`config.mk`:
```
export PLATFORM = sky130hd
export DESIGN_NAME = dbg_freeze_ctrl
export DESIGN_NICKNAME = d
export VERILOG_FILES = /design/src/rtl/dbg_freeze_pkg.sv /design/src/rtl/dfc_exc_filter.sv /design/src/rtl/dfc_ctl_reg.sv /design/src/rtl/dfc_reason_log.sv /design/src/rtl/dbg_freeze_ctrl.sv
export SDC_FILE = /design/constraint.sdc
export NUM_CORES = 1
export LEC_CHECK = 0
export BUFFER_PORTS_ARGS = -buffer_cell sky130_fd_sc_hd__buf_4
export CAP_MARGIN = 0
export CORE_MARGIN = 3
export CORE_UTILIZATION = 39
export DETAILED_ROUTE_END_ITERATION = 12
export MAX_ROUTING_LAYER = met4
export PLACE_DENSITY_LB_ADDON = 0.25
export SYNTH_ARGS = -nofsm -noshare
export SYNTH_HDL_FRONTEND = slang
export SYNTH_SLANG_ARGS = --single-unit
export TNS_END_PERCENT = 50
```
`constraint.sdc`:
```
create_clock -name clk -period 1.3 [get_ports clk]
set_input_delay 0.195 -clock clk [delete_from_list [all_inputs] [get_ports clk]]
set_output_delay 0.195 -clock clk [all_outputs]
set_load 0.01 [all_outputs]
```
`src/rtl/dbg_freeze_pkg.sv`:
```
package dbg_freeze_pkg;

    localparam int EXC_N = 13;

    typedef logic [EXC_N-1:0] exc_vec_t;

    // Exception bit positions
    typedef enum int {
        EXC_EXT_INT   = 0,
        EXC_TICK      = 1,
        EXC_SYSCALL   = 2,
        EXC_TRAP      = 3,
        EXC_ILLEGAL   = 4,
        EXC_ALIGN     = 5,
        EXC_RANGE     = 6,
        EXC_BUS_ERR   = 7,
        EXC_DPAGE     = 8,
        EXC_IPAGE     = 9,
        EXC_DTLB_MISS = 10,
        EXC_ITLB_MISS = 11,
        EXC_RESET     = 12
    } exc_pos_e;

    typedef struct packed {
        logic reset_bit;
        logic hold_bit;
    } ctl_reg_t;

    function automatic exc_vec_t caught_types(input logic vld, input exc_vec_t typ,
                                              input exc_vec_t mask);
        return vld ? (typ & mask) : '0;
    endfunction

endpackage

```
`src/rtl/dfc_exc_filter.sv`:
```
module dfc_exc_filter
    import dbg_freeze_pkg::*;
(
    input  logic     exc_valid,
    input  exc_vec_t exc_type,
    input  exc_vec_t exc_stop_mask,
    output exc_vec_t hit_vec,
    output logic     caught
);
    always_comb begin
        hit_vec = caught_types(exc_valid, exc_type, exc_stop_mask);
        caught  = |hit_vec;
    end
endmodule

```
`src/rtl/dfc_ctl_reg.sv`:
```
module dfc_ctl_reg
    import dbg_freeze_pkg::*;
(
    input  logic     clk,
    input  logic     rst,
    input  logic     wr_en,
    input  ctl_reg_t wr_val,
    input  logic     exc_valid,
    input  logic     caught,
    output ctl_reg_t ctl_q,
    output logic     rel_pulse
);
    ctl_reg_t ctl_d;

    always_comb begin
        ctl_d = ctl_q;
        if (wr_en)
            ctl_d = wr_val;
        else if (exc_valid)
            ctl_d.hold_bit = caught;
    end

    always_ff @(posedge clk) begin
        if (rst) begin
            ctl_q     <= '0;
            rel_pulse <= 1'b0;
        end else begin
            ctl_q     <= ctl_d;
            rel_pulse <= ctl_q.reset_bit & ~ctl_d.reset_bit;
        end
    end
endmodule

```
`src/rtl/dfc_reason_log.sv`:
```
module dfc_reason_log
    import dbg_freeze_pkg::*;
(
    input  logic     clk,
    input  logic     rst,
    input  logic     wr_en,
    input  exc_vec_t wr_data,
    input  exc_vec_t hit_vec,
    output exc_vec_t reason_q
);
    always_ff @(posedge clk) begin
        if (rst)
            reason_q <= '0;
        else if (wr_en)
            reason_q <= wr_data | hit_vec;
        else
            reason_q <= reason_q | hit_vec;
    end
endmodule

```
`src/rtl/dbg_freeze_ctrl.sv`:
```
module dbg_freeze_ctrl
    import dbg_freeze_pkg::*;
(
    input  logic             clk,
    input  logic             rst,
    input  logic             ctl_wr_en,
    input  logic             ctl_wr_reset,
    input  logic             ctl_wr_hold,
    input  logic             why_wr_en,
    input  logic [EXC_N-1:0] why_wr_data,
    input  logic             exc_valid,
    input  logic [EXC_N-1:0] exc_type,
    input  logic [EXC_N-1:0] exc_stop_mask,
    input  logic             dbg_off,
    output logic             cpu_stall,
    output logic             in_reset,
    output logic             sys_reset_pulse,
    output logic [EXC_N-1:0] stop_reason,
    output logic             exc_ignore
);
    exc_vec_t hit_vec;
    logic     caught;
    ctl_reg_t ctl_q;
    ctl_reg_t wr_val;

    assign wr_val = '{reset_bit: ctl_wr_reset, hold_bit: ctl_wr_hold};

    dfc_exc_filter u_filter (
        .exc_valid    (exc_valid),
        .exc_type     (exc_type),
        .exc_stop_mask(exc_stop_mask),
        .hit_vec      (hit_vec),
        .caught       (caught)
    );

    dfc_ctl_reg u_ctl (
        .clk      (clk),
        .rst      (rst),
        .wr_en    (ctl_wr_en),
        .wr_val   (wr_val),
        .exc_valid(exc_valid),
        .caught   (caught),
        .ctl_q    (ctl_q),
        .rel_pulse(sys_reset_pulse)
    );

    dfc_reason_log u_log (
        .clk     (clk),
        .rst     (rst),
        .wr_en   (why_wr_en),
        .wr_data (why_wr_data),
        .hit_vec (hit_vec),
        .reason_q(stop_reason)
    );

    assign cpu_stall  = ctl_q.hold_bit & ~dbg_off;
    assign in_reset   = ctl_q.reset_bit;
    assign exc_ignore = caught;
endmodule

```
# Word-level counts from Yosys, hierarchy flattened
# Cells that the tools add are included.
# Widths: inputs -> output; s select.
# totals
reg_bits	16
latchBits	0
mem_bits_rw	0
mem_bits_ro	0
inputBits	47
wordCells	18
mem_count	0
# classes
addsub	0
multipliers	0
div_mod_pow	0
n_lt_le_gt_ge	0
n_eq_ne	0
shifts	0
n_mux	5
n_bitwise	7
reduce_logical	2
# ops
op	count
$mux 13	2
$or 13x13->13	2
$and 13x13->13	1
$reduce_or 13->1	1
$mux 1	3
$and 1x1->1	2
$not 1->1	2
$reduce_bool 2->1	1

# Longest topological paths before layout
# logic_depth
word_depth	5
mapped_depth	4
mapped_depth_nobuf	4

# Hierarchy
# From an unflattened synthesis, not the netlist that was laid out.
# unflattened
cells_unflattened	86
area_unflattened_um2	815.8
# modules_own_cells
module	n_inst	cells_each	area_each_um2	seq_area_each_um2
dfc_reason_log	1	55	539.3	260.2
dfc_exc_filter	1	20	141.4	0.0
dfc_ctl_reg	1	10	121.4	60.1
dbg_freeze_ctrl	1	1	13.8	0.0

# Worst setup path before layout
# Ideal clock, no wire load.
# synth_path
path_kind	in2out
start	input exc_type[8]
end	output exc_ignore
arrival_time_ps	786
required_ps	1105
path_slack_ps	319
stages	4
cell_sequence	a222oi_1 -> nand3_1 -> nor2_2 -> nor2b_1
# synth_via
elab_chain_cells	3
# synth_rtl
element	line_no	rtl
start, declared	dbg_freeze_ctrl.sv:12	input logic [EXC_N-1:0] exc_type,
$and 13x13->13	dbg_freeze_pkg.sv:31	return vld ? (typ & mask) : '0;
$mux 13	dbg_freeze_pkg.sv:31	
$reduce_or 13->1	dfc_exc_filter.sv:12	caught = |hit_vec;
end, declared	dbg_freeze_ctrl.sv:19	output logic exc_ignore
# Every way passes these cells.

# Worst setup path in the final report
# Same ends and word-level chain as after synthesis.

==> results.sh <==
export IMPL_outcome="complete, but fails checks"
export IMPL_violations="setup timing"
export IMPL_routedWlPerCell_um=13.0
export IMPL_grt_pass1_vias=824
export IMPL_synth_nets=126
export IMPL_grt_antenna_before_repair=0
export IMPL_design_core_area_um2=1750
export IMPL_finalCritPeriodShare_pct=101
export IMPL_grt_max_degree=17
export IMPL_dr_pass1_iters=4
export IMPL_crit_required_ns=1.11
export IMPL_grt_pass1_wl_mm=3.45
export IMPL_cts_tree="built"
export IMPL_drcViolationCount=0
export IMPL_slew_headroom_pct=76.5
export IMPL_finalSetupViolCount=1
export IMPL_critPathBufInv=2
export IMPL_path_class="primary input to primary output"
export IMPL_n_antenna_cell=0
export IMPL_rsz0062_at_grt="true"
export IMPL_ys_warn_count=0
export IMPL_clock_sinks=16
export IMPL_n_fill_cell=152
export IMPL_htreeDepth=1
export IMPL_crit_fanout=2
export IMPL_report_final_slew_viol_count=0
export IMPL_drv_cap=0
export IMPL_critical_path_arrival_ns=1.12
export IMPL_io_buffer_count=63
export IMPL_layout_commonest_cell="buf_4"
export IMPL_p_per_area_nw_per_um2=923
export IMPL_syn_area_um2=734
export IMPL_worstHoldPathType="primary input to flip-flop"
export IMPL_gr_total_overflow=0
export IMPL_netlist_area_leader_share_pct=43.6
export IMPL_ant_nets=0
export IMPL_slowest_stage="a222oi_1"
export IMPL_worst_pin_slew_ns=0.353
export IMPL_finClkSkew_ns=0.0000618
export IMPL_vias=867
export IMPL_period_needed_ns=1.32
export IMPL_drive_above_1_share_pct=49.0
export IMPL_power_leakage_uw=0.000627
export IMPL_crit_family="compound AO/OA/AOI/OAI gates"
export IMPL_avgSynthCellArea_um2=9.30
export IMPL_gp_congestion=0.719
export IMPL_ys_seq_area_share_pct=43.6
export IMPL_ctsHoldBuffers=0
export IMPL_synth_area_leader_cell="dfxtp_1"
export IMPL_pre_cts_slack_ns=-0.0303
export IMPL_endpoint_kind="primary output"
export IMPL_final_nets=191
export IMPL_ys_ff_latch=16
export IMPL_fin_ws_ns=-0.0189
export IMPL_final_util_pct=72.6
export IMPL_drt_vias_per_instance=5.16
export IMPL_die_h_um=49.4
export IMPL_synthToLayoutAreaGrowth_pct=72.6
export IMPL_crit_chain="buf_6, a222oi_1, nand3_1, nor2_2, nor2b_1, buf_4"
export IMPL_power_uw=1170
export IMPL_die_w_um=49.4
export IMPL_numCtsBuffers=3
export IMPL_clk_pin_slew_ns=0.09
export IMPL_ys_top_cells_by_area="dfxtp_1 (44%), mux2i_1 (19%), nand3_1 (10%)"
export IMPL_syn_inst=79
export IMPL_first_iter_violations=17
export IMPL_ioPinCount=64
export IMPL_wl_mm=2.19
export IMPL_netlist_cell_type_count=17
export IMPL_hold_viol=0
export IMPL_row_count=15
export IMPL_dieArea_um2=2440
export IMPL_layout_common_cells="buf_4 (63), dfxtp_1 (16), nand3_1 (15), mux2i_1 (14), a21oi_1 (13)"
export IMPL_peakVddDrop_mv=0.708
export IMPL_clk_path_buf_depth=2
export IMPL_root_buffer="clkbuf_4"
export IMPL_start_kind="primary input"
export IMPL_groute_usage_overall_pct=18.5
export IMPL_max_freq_mhz=758
export IMPL_initial_utilization_pct=42.1
export IMPL_dp_hpwl_mm=1.75
export IMPL_critPathMaxStageDelay_ns=0.38
export IMPL_clk_insertion_delay_late_ns=0.28
worst reg2reg max path, delay by kind of cell (launching register included):
| kind | cells | cell delay [ns] |
|---|---|---|
| flip-flops | 1 | 0.32 |
| AND/OR/NAND/NOR | 1 | 0.17 |
| AO/OA/AOI/OAI | 1 | 0.06 |
state kept, by name, indices dropped and copies added, names as in the netlist:
register         cells
u_log.reason_q      13
u_ctl.rel_pulse      1
u_ctl.ctl_q          2
cells by family (layout without fill, tap and decap cells):
kind of cell | count (synthesis) | count (layout) | synth area share (%)
buf+inv | 6 | 70 | 4.60
simple gates | 22 | 22 | 15.2
mux | 14 | 14 | 19.1
flops | 16 | 16 | 43.6
compound gates | 21 | 21 | 17.5
per-layer routing:
layer / wire length [um] / vias to the layer above / global-route usage [%]
li1: - / 422 / -
met1: 889 / 391 / 20.9
met2: 1040 / 50 / 30.4
met3: 245 / 4 / 6.42
met4: 10 / 0 / 5.99
met5: 0 / - / -
synth_stat cells:
library cell and n:
a222oi_1 1, nand3_1 15, inv_1 1, buf_2 3, o21bai_1 1, a22oi_1 5, a21oi_1 13, nor2_1 1
mux2i_1 14, nor3_1 2, nor2_2 1, a311oi_1 1, buf_6 1, nand2_1 1, nor2b_1 2, dfxtp_1 16
clkbuf_1 1
final cells by class:
| cell class | count | area, um2 | area share (%) |
|---|---|---|---|
| Clock buffer | 4 | 36.3 | 2.86 |
| Inverter | 1 | 3.75 | 0.296 |
| Multi-Input combinational cell | 57 | 380 | 30.0 |
| Sequential cell | 16 | 320 | 25.3 |
| Tap cell | 25 | 31.3 | 2.47 |
| Timing Repair Buffer | 65 | 495 | 39.1 |
where the power goes:
part | leakage [uW] | switching [uW] | total [uW] | internal (uW)
Sequential | 0.000133 | 18.9 | 544 | 526
Combinational | 0.000474 | 118 | 301 | 183
Clock | 0.0000210 | 154 | 324 | 170
per-stage QoR:
step           TNS, ns  instances  cell area [um2]  hold WS (ns)
6_report       -0.0189        168             1270        0.0738
5_1_grt        -0.0632        168             1270        0.0582
4_1_cts        -0.0400        168             1270        0.0575
3_5_place_dp   -0.0303        163             1220         0.371
3_3_place_gp         0        163             1220         0.368
2_1_floorplan        0         79              734         0.264
final timing paths:
check,from,endpoint,slack (ns),depth (start not counted)
max,exc_type[8],exc_ignore,-0.02,6
min,ctl_wr_reset,u_ctl.rel_pulse,0.07,2
max reg2reg,u_ctl.ctl_q[0],u_ctl.ctl_q[0],0.64,2
min reg2reg,u_ctl.ctl_q[1],u_ctl.rel_pulse,0.46,2
repair_timing:
action,CTS,global route
pin swaps,3,3
buffers inserted,1,0
setup endpoints to repair,1,1
resized for setup,2,0
(Power assumes the default switching activity.)
